<file path="src/rtl/vexp_pkg.sv">
package vexp_pkg;
  // Operand order inside the word: destination, source A, source B.
  localparam int NUM_OPS = 3;

  typedef struct packed {
    logic load;   // capture a new instruction
    logic clear;  // flush in progress
  } vexp_strobe_t;
endpackage

</file>
<file path="src/rtl/vexp_dpath.sv">
module vexp_dpath
  import vexp_pkg::*;
#(
  parameter int INSTR_W   = 48,
  parameter int SPEC_W    = 6,
  parameter int FLAT_W    = 8,
  parameter int NUM_ELEMS = 8,
  parameter int VLEN_W    = 4,
  localparam int ELEM_W   = $clog2(NUM_ELEMS),
  localparam int FLAG_LSB = NUM_OPS * SPEC_W,
  localparam int PAY_W    = INSTR_W - FLAG_LSB - NUM_OPS
) (
  input  logic                 clk,
  input  logic                 rstN,
  input  vexp_strobe_t         stb,
  input  logic [INSTR_W-1:0]   instrIn,
  input  logic [VLEN_W-1:0]    vecLen,
  input  logic [ELEM_W-1:0]    elemIdx,
  output logic [ELEM_W-1:0]    lastIdx,
  output logic [PAY_W-1:0]     uopPayload,
  output logic [FLAT_W-1:0]    uopDst,
  output logic [FLAT_W-1:0]    uopSrcA,
  output logic [FLAT_W-1:0]    uopSrcB
);
  localparam int BASE_W = FLAT_W - ELEM_W;

  logic [INSTR_W-1:0] heldInstr;
  logic [ELEM_W-1:0]  lastNext;
  logic               anyVec;
  logic [FLAT_W-1:0]  flat [NUM_OPS];

  assign anyVec = |instrIn[FLAG_LSB +: NUM_OPS];

  // Copy count from the length in force at acceptance: 0 -> 1, over max -> max.
  always_comb begin
    if (!anyVec || vecLen == '0)
      lastNext = '0;
    else if (int'(vecLen) >= NUM_ELEMS)
      lastNext = ELEM_W'(NUM_ELEMS - 1);
    else
      lastNext = ELEM_W'(vecLen - 1'b1);
  end

  always_ff @(posedge clk or negedge rstN) begin
    if (!rstN) begin
      heldInstr <= '0;
      lastIdx   <= '0;
    end else if (stb.clear) begin
      lastIdx   <= '0;
    end else if (stb.load) begin
      heldInstr <= instrIn;
      lastIdx   <= lastNext;
    end
  end

  for (genvar i = 0; i < NUM_OPS; i++) begin : g_op
    logic [SPEC_W-1:0] spec;
    logic              isVec;
    assign spec  = heldInstr[i*SPEC_W +: SPEC_W];
    assign isVec = heldInstr[FLAG_LSB + i];
    assign flat[i] = isVec ? {spec[BASE_W-1:0], elemIdx} : FLAT_W'(spec);
  end

  assign uopDst     = flat[0];
  assign uopSrcA    = flat[1];
  assign uopSrcB    = flat[2];
  assign uopPayload = heldInstr[INSTR_W-1 -: PAY_W];
endmodule

</file>
<file path="src/rtl/vexp_ctrl.sv">
module vexp_ctrl
  import vexp_pkg::*;
#(
  parameter int NUM_ELEMS = 8,
  localparam int ELEM_W   = $clog2(NUM_ELEMS)
) (
  input  logic              clk,
  input  logic              rstN,
  input  logic              flush,
  input  logic              inValid,
  output logic              inReady,
  output logic              outValid,
  input  logic              outReady,
  input  logic [ELEM_W-1:0] lastIdx,
  output logic [ELEM_W-1:0] elemIdx,
  output logic              isLast,
  output vexp_strobe_t      stb
);
  logic busy;
  logic fire;

  assign isLast    = elemIdx == lastIdx;
  assign fire      = busy && outReady;
  assign inReady   = !flush && (!busy || (outReady && isLast));
  assign stb.load  = inValid && inReady;
  assign stb.clear = flush;
  assign outValid  = busy;

  always_ff @(posedge clk or negedge rstN) begin
    if (!rstN) begin
      busy    <= 1'b0;
      elemIdx <= '0;
    end else if (flush) begin
      busy    <= 1'b0;
      elemIdx <= '0;
    end else if (stb.load) begin
      busy    <= 1'b1;
      elemIdx <= '0;
    end else if (fire && isLast) begin
      busy    <= 1'b0;
      elemIdx <= '0;
    end else if (fire) begin
      elemIdx <= elemIdx + 1'b1;
    end
  end

  a_r6_hold_in_ready: assert property (@(posedge clk) disable iff (!rstN)
    busy && !isLast |-> !inReady);

  a_r7_stall_stable: assert property (@(posedge clk) disable iff (!rstN)
    busy && !outReady && !flush |=> busy && $stable(elemIdx));

  a_r8_flush_idle: assert property (@(posedge clk) disable iff (!rstN)
    flush |=> !outValid);

  a_r5_elem_step: assert property (@(posedge clk) disable iff (!rstN)
    busy && outReady && !isLast && !flush |=> elemIdx == ELEM_W'($past(elemIdx) + 1'b1));
endmodule

</file>
<file path="src/rtl/vec_uop_expander.sv">
module vec_uop_expander
  import vexp_pkg::*;
#(
  parameter int INSTR_W   = 48,
  parameter int SPEC_W    = 6,
  parameter int FLAT_W    = 8,
  parameter int NUM_ELEMS = 8,
  parameter int VLEN_W    = 4,
  localparam int ELEM_W   = $clog2(NUM_ELEMS),
  localparam int PAY_W    = INSTR_W - NUM_OPS * SPEC_W - NUM_OPS
) (
  input  logic               clk,
  input  logic               rstN,
  input  logic               flush,
  input  logic               inValid,
  output logic               inReady,
  input  logic [INSTR_W-1:0] instrIn,
  input  logic [VLEN_W-1:0]  vecLen,
  output logic               outValid,
  input  logic               outReady,
  output logic [PAY_W-1:0]   uopPayload,
  output logic [FLAT_W-1:0]  uopDst,
  output logic [FLAT_W-1:0]  uopSrcA,
  output logic [FLAT_W-1:0]  uopSrcB,
  output logic [ELEM_W-1:0]  uopElem,
  output logic               uopLast
);
  vexp_strobe_t      stb;
  logic [ELEM_W-1:0] lastIdx;

  vexp_ctrl #(.NUM_ELEMS(NUM_ELEMS)) u_ctrl (
    .clk, .rstN, .flush, .inValid, .inReady, .outValid, .outReady,
    .lastIdx, .elemIdx(uopElem), .isLast(uopLast), .stb
  );

  vexp_dpath #(
    .INSTR_W(INSTR_W), .SPEC_W(SPEC_W), .FLAT_W(FLAT_W),
    .NUM_ELEMS(NUM_ELEMS), .VLEN_W(VLEN_W)
  ) u_dpath (
    .clk, .rstN, .stb, .instrIn, .vecLen, .elemIdx(uopElem), .lastIdx,
    .uopPayload, .uopDst, .uopSrcA, .uopSrcB
  );
endmodule

</file>
<file path="config.mk">
export PLATFORM = sky130hd
export DESIGN_NAME = vec_uop_expander
export DESIGN_NICKNAME = d
export VERILOG_FILES = /design/src/rtl/vexp_pkg.sv /design/src/rtl/vexp_dpath.sv /design/src/rtl/vexp_ctrl.sv /design/src/rtl/vec_uop_expander.sv
export SDC_FILE = /design/constraint.sdc
export NUM_CORES = 1
export LEC_CHECK = 0
export BUFFER_PORTS_ARGS = -buffer_cell sky130_fd_sc_hd__buf_2
export CAP_MARGIN = 20
export CORE_ASPECT_RATIO = 0.5
export CORE_UTILIZATION = 43
export DETAILED_ROUTE_END_ITERATION = 7
export PLACE_DENSITY = 0.76
export RECOVER_POWER = 25
export SYNTH_ARGS = -nofsm -noshare
export SYNTH_HDL_FRONTEND = slang
export SYNTH_SLANG_ARGS = --single-unit
</file>
<file path="constraint.sdc">
create_clock -name clk -period 1.9 [get_ports clk]
set_clock_uncertainty 0.15 [all_clocks]
set_input_delay 0.19 -clock clk [delete_from_list [all_inputs] [get_ports clk]]
set_output_delay 0.19 -clock clk [all_outputs]
set_load 0.01 [all_outputs]
</file>
==> results of run 1 <==
metrics by stage:
| step | power [uW] | TNS (ns) |
|---|---|---|
| after CTS | 3640 | -0.290 |
| after detailed placement | 2520 | -2.86 |
| after global placement | 2480 | -0.0792 |
| after floorplan | 2260 | -4.14 |
| final | 3630 | -0.742 |
| after global routing | 3800 | -4.28 |
final cells by class:
type                            instances  area (um^2)  area share (%)
Timing Repair Buffer                  173         1140            29.3
Inverter                                8         30.0           0.771
Multi-Input combinational cell        108         1070            27.5
Clock buffer                            6          129            3.31
Sequential cell                        55         1380            35.4
Clock inverter                          2         38.8           0.996
Tap cell                               84          105            2.70
per-layer routing:
layer | up-vias | global-route usage (%) | share of wire (%)
li1 | 970 | - | -
met1 | 1024 | 21.8 | 40
met2 | 49 | 40.1 | 56
met3 | 7 | 3.77 | 3.5
met4 | 0 | 6.31 | 1.2
met5 | - | 0 | 0
power breakdown:
| part | total [uW] | switching [uW] | leakage (uW) | internal, uW |
|---|---|---|---|---|
| combinational | 1040 | 436 | 0.00112 | 599 |
| sequential | 1550 | 158 | 0.000654 | 1390 |
| clock | 1050 | 417 | 0.0000815 | 628 |
| total | 3630 | 1010 | 0.00186 | 2610 |
cells by family (layout without fill, tap and decap cells):
logic type / Yosys count / in the layout / share of synthesized area, %
mux: 66 / 66 / 27.5
flops: 55 / 55 / 50.9
buf+inv: 43 / 189 / 11.1
simple gates: 24 / 24 / 4.90
compound gates: 13 / 13 / 3.79
xor+xnor: 3 / 3 / 0.971
fa+ha+maj: 2 / 2 / 0.924
cells in the mapped netlist (all sizes together):
cell / instances
nor2b: 2
xnor2: 3
clkbuf: 3
nor2: 6
o21ai: 1
buf: 32
and2: 6
o21a: 3
a21oi: 3
a2bb2o: 3
nor3: 1
dfrtp: 55
inv: 8
mux2: 66
or3: 1
nand3: 1
nand4: 1
nand2: 5
ha: 2
a31oi: 1
o21bai: 1
a41oi: 1
nor3b: 1
worst min path at each step:
stage,start,endpoint
after floorplan,rstN,u_ctrl.elemIdx[0]
after global placement,rstN,u_dpath.heldInstr[33]
after detailed placement,rstN,u_dpath.heldInstr[33]
after CTS,instrIn[10],u_dpath.heldInstr[10]
after global routing,instrIn[20],u_dpath.heldInstr[20]
final,instrIn[10],u_dpath.heldInstr[10]
repair_timing:
action / CTS / global route
setup endpoints to repair: 48 / 51
buffers inserted: 0 / 0
pin swaps: 1 / 0
hold endpoints to repair: 66 / 0
hold buffers: 47 / 0
resized for setup: 0 / 4
sequential cells by signal, summed over array words and instances (netlist names):
register	count
u_ctrl.outValid	1
u_dpath.lastIdx	3
u_dpath.heldInstr	48
u_ctrl.elemIdx	3
critical path: cells and delay by family, from the launching register on:
| family | cells | cell delay, ns |
|---|---|---|
| muxes | 1 | 0.36 |
| and+or+nand+nor | 1 | 0.24 |
| xor gates and xnor gates | 1 | 0.21 |
| DFF | 1 | 0.41 |
| buffers and inverters | 1 | 0.24 |
| AOI/OAI and AO/OA | 1 | 0.19 |
==> key figures, run 1 <==
Status
  – Outcome: finished, violations left
  – Violated checks: negative hold slack, negative setup slack

Route
  – Vias per std cell: 4.70
  – Total number of vias: 2050
  – Drt total wl: 6.34 mm
  – WL/cell: 14.5 um
  – DRT iter0 DRCs: 64
  – DRC Markers: 0
  – DR pass1 iterations: 4
  – Antenna Nets Post-Route: 0

Critical path
  – Critical Path RT: 1.93 ns
  – Critical path startpoint category: register
  – CP Capture Type: register
  – Setup CP Type: reg2reg
  – CP max-delay cell: dfrtp_1
  – FF-to-FF Start: u_dpath.lastIdx[0]
  – Crit path capture: u_dpath.heldInstr[47]
  – CP peak stage delay: 0.41 ns
  – Crit-path cells: xnor2_2 > a41oi_2 > nor3_4 > buf_12 > mux2_2
  – Worst R2R End: u_dpath.heldInstr[47]
  – Arr. time, crit path: 1.96 ns
  – Worst Setup SP: u_dpath.lastIdx[0]
  – Critical-path maximum fanout: 32
  – Worst R2R Path Depth: 5
  – R2R setup slack: -0.04 ns

Yosys
  – Synth area leaders: dfrtp_1 (51%), mux2_2 (27%), buf_4 (7.5%), buf_6 (2.1%), and2_1 (1.4%)
  – Area leader, netlist: dfrtp_1
  – Library cells used by synthesis: 24
  – Synth warnings: 0
  – Synthesis-stage register bit count: 55
  – Syn avg cell area: 13.1 um^2
  – Sequential area share after synthesis: 50.9%
  – Syn nets: 265
  – Netlist Area Pre-Place: 0.00271 mm^2
  – Post-synthesis cell count: 206
  – Yosys top cell area share: 50.9%

Layout
  – Post-layout util: 67.4%
  – Share of cells above drive strength 1: 56.8%
  – Commonest non-fill, non-tap cell in the layout: buf_2
  – ANT cells: 0
  – Commonest non-fill, non-tap cells in the layout: buf_2 (103), mux2_2 (63), dfrtp_1 (52), dlygate4sd3_1 (47), buf_4 (12)
  – Fill count: 424
  – Fin cells: 436
  – Area grow syn2layout: 44.0%
  – Design area: 0.00390 mm^2
  – Nets: 410

Power and ir drop
  – Pwr Density: 931 mW/mm^2
  – Worst VDD drop: 537 uV
  – Pleak: 0.00186 uW

GRT
  – First-pass GRT wire length: 10.2 mm
  – Grt total ovfl: 0
  – Initial antenna violation count: 0
  – Pin count of the biggest net entering global routing: 33
  – Tot GR Track Use: 20.1%
  – Vias in the first global route: 2195

Placement
  – Placed Cells: 381
  – DP Worst Slack: -0.0787 ns
  – IO buf count: 113
  – DP Wirelength: 4.17 mm
  – Placed inst area: 0.00325 mm^2
  – Placer Congestion: 0.791

Timing
  – Final worst slack: -0.0351 ns
  – RSZ-0062 raised after global routing: true
  – Max Slew Vio Count: 0
  – Fin crit share: 102%
  – Slew @ Worst Pin: 0.618 ns
  – Post-layout min period: 1.94 ns
  – Worst hold margin: -0.00808 ns
  – Final Hold Fails: 1
  – Count of final setup violators: 42
  – Fmax: 517 MHz
  – Slew margin rel.: 58.8%

Worst hold path
  – Hold Crit Depth: 2
  – Worst Hold Class: in2reg

CTS
  – CTS tree: built
  – Root Buffer: clkbuf_16
  – Clock Tree Buf Depth: 2
  – H-tree depth: 2
  – CTS Buf Count: 5
  – Clk sink count: 55
  – Clk slew on worst S/H paths: 0.07 ns
  – Worst-skew pair later-pin latency: 0.29 ns

Die
  – Die Y: 58.1 um
  – Die area: 0.00663 mm^2
  – Cell row count: 19
  – I/O pin count: 114
  – Starting density of the core: 46.8%
  – Core area: 0.00578 mm^2
  – Die width: 114 um

Flow run
  – Max cap viols: 0
No activity file was read; power rests on OpenSTA's default activity.
==> inputs of run 2 (changes only) <==
SLEW_MARGIN = 5   (was default)
clock period = 1.63 ns   (was 1.9 ns; I/O delays follow)
==> key figures, run 2 (synthesis results as in run 1) <==
Status
  – Violated checks: negative setup slack
  – Outcome: finished, violations left

Critical path
  – CP Capture Type: register
  – Worst Setup SP: u_dpath.lastIdx[1]
  – FF-to-FF Start: u_dpath.lastIdx[1]
  – Critical Path RT: 1.65 ns (-0.28 ns)
  – Critical-path maximum fanout: 12 (-63%)
  – Arr. time, crit path: 2.11 ns (+0.15 ns)
  – Setup CP Type: reg2reg
  – R2R setup slack: -0.47 ns (-0.43 ns)
  – Critical path startpoint category: register

Die
  – Core area: 0.00578 mm^2 (unchanged)
  – Starting density of the core: 46.8% (unchanged)
  – Die area: 0.00663 mm^2 (unchanged)
  – Die Y: 58.1 um (unchanged)
  – I/O pin count: 114 (unchanged)
  – Cell row count: 19 (unchanged)
  – Die width: 114 um (unchanged)

Layout
  – Commonest non-fill, non-tap cell in the layout: buf_2
  – Nets: 431 (+5.1%)
  – Fin cells: 457 (+4.8%)
  – Commonest non-fill, non-tap cells in the layout: buf_2 (86), dlygate4sd3_1 (51), dfrtp_1 (49), mux2_2 (39)
  – Area grow syn2layout: 59.7%
  – Share of cells above drive strength 1: 56.3% (-0.52 points)
  – Top Registers: u_dpath.heldInstr (48), u_ctrl.elemIdx (3), u_dpath.lastIdx (3)
  – ANT cells: 0 (unchanged)
  – Design area: 0.00432 mm^2 (+11%)
  – Most flops, register: u_dpath.heldInstr
  – Post-layout util: 74.8% (+7.4 points)
  – Largest register FFs: 48 (unchanged)

GRT
  – First-pass GRT wire length: 12.8 mm (+26%)
  – Pin count of the biggest net entering global routing: 30 (-9.1%)
  – Grt total ovfl: 0 (unchanged)
  – Tot GR Track Use: 25.9% (+5.8 points)
  – Vias in the first global route: 2409 (+9.7%)
  – Initial antenna violation count: 0 (unchanged)

Timing
  – RSZ-0062 raised after global routing: true
  – Fmax: 477 MHz (-7.7%)
  – TNS Setup: -21.97 ns (-21.23 ns)
  – Slew @ Worst Pin: 0.681 ns (+0.0635 ns)
  – Fin crit share: 129% (+27 points)
  – Slew margin rel.: 54.6% (-4.2 points)
  – Post-layout min period: 2.10 ns (+0.162 ns)
  – Final Hold Fails: 0 (-1)
  – Worst hold margin: 0.0949 ns (+0.103 ns)
  – Max Slew Vio Count: 0 (unchanged)
  – Count of final setup violators: 57 (+36%)
  – Final worst slack: -0.468 ns (-0.432 ns)

CTS
  – Root Buffer: clkbuf_16
  – Clk sink count: 55 (unchanged)
  – CTS Buf Count: 5 (unchanged)
  – Worst-skew pair later-pin latency: 0.29 ns (about the same)
  – CTS tree: built
  – Clk slew on worst S/H paths: 0.07 ns (about the same)
  – Clock Tree Buf Depth: 2 (unchanged)
  – H-tree depth: 2 (unchanged)

Route
  – Antenna Nets Post-Route: 0 (unchanged)
  – Total number of vias: 2348 (+15%)
  – Vias per std cell: 5.14 (+9.3%)
  – DRC Markers: 0 (unchanged)
  – WL/cell: 20.0 um (+37%)
  – DR pass1 iterations: 4 (unchanged)
  – DRT iter0 DRCs: 142 (+120%)
  – Drt total wl: 9.13 mm (+44%)

Placement
  – DP Wirelength: 4.02 mm (-3.6%)
  – Placer Congestion: 0.734 (-7.2%)
  – IO buf count: 113 (unchanged)
  – Placed inst area: 0.00326 mm^2 (+0.38%)
  – Placed Cells: 381 (unchanged)

Power and ir drop
  – Worst VDD drop: 548 uV (+2.0%)
  – Pwr Density: 1030 mW/mm^2 (+10%)
  – Switching part of the total: 30.2% (+2.3 points)
  – Clock power share: 25.0% (-3.8 points)
  – Combinational share of power: 33.7% (+5.2 points)
  – Switching Power: 1340 uW (+33%)
  – Seq pwr share: 41.3% (-1.3 points)
  – Internal: 3100 uW (+19%)
  – Pleak: 0.00204 uW (+9.8%)

Flow run
  – Max cap viols: 0 (unchanged)

Worst hold path
  – HP Start: outReady
  – Worst Hold Class: in2reg
-- run 2: cell count changes in the layout (fill, tap and decap cells not counted), moves of 4 or more --
cell	change
mux2_2	-24
buf_16	+4
buf_2	-17
buf_6	+6
dlygate4sd3_1	+4
clkbuf_1	+18
mux2_4	+24
-- run 2: stage by stage --
| stage | power [uW] | setup WS, ns |
|---|---|---|
| detailed placement | 2940 | -0.420 |
| floorplan | 2640 | -0.360 |
| global placement | 2890 | -0.335 |
| finish | 4440 | -0.468 |
| CTS | 4330 | -0.295 |
| global route | 4620 | -0.500 |
-- run 2: metal layers --
metal / track usage [%] / part of all wire (%)
met1: 32.8 / 41
met2: 46.7 / 50
met3: 4.50 / 6.1
met4: 6.86 / 3.8
met5: 0 / 0
-- run 2: layout make-up --
class | instances | area (um^2)
flip-flops and latches | 55 | 1380
multi-input cells | 108 | 1210
repair buffers | 194 | 1450
clock inverters | 1 | 8.76
fillers | 341 | 1460
inverters | 8 | 30.0
clock buffers | 7 | 143
well taps | 84 | 105
-- run 2: path summary, 6_finish.rpt --
| check | depth (start not counted) | to |
|---|---|---|
| min in group asynchronous | 2 | u_dpath.heldInstr[28] |
| worst max register to register | 6 | u_dpath.heldInstr[20] |
| worst max-delay path | 6 | u_dpath.heldInstr[20] |
| worst min register to register | 1 | u_dpath.heldInstr[22] |
| max in group asynchronous | 3 | u_dpath.heldInstr[25] |
| worst min-delay path | 3 | u_ctrl.elemIdx[1] |
-- run 2: power by group through the flow --
stage                     Sequential (uW)  Combinational, uW  Clock (uW)
after floorplan                      1740                893           0
after global placement               1800               1090           0
after detailed placement             1820               1120           0
after CTS                            1800               1420        1110
after global routing                 1860               1570        1180
final                                1830               1500        1110
-- run 2: worst max-delay path: stages, from the launching register on --
cell     delay [ns]
dfrtp_1        0.42
xnor2_2        0.25
a41oi_2        0.22
nor3_4         0.20
buf_4          0.19
buf_16         0.16
mux2_2         0.37
-- run 2: repair_timing --
| action | 4_1_cts | 5_1_grt |
|---|---|---|
| hold buffers | 51 | 0 |
| gates resized for setup | 41 | 11 |
| setup endpoints to repair | 69 | 61 |
| buffers inserted | 10 | 9 |
| hold endpoints to repair | 76 | 0 |
| pin swaps | 6 | 5 |
| gates cloned | 4 | 1 |
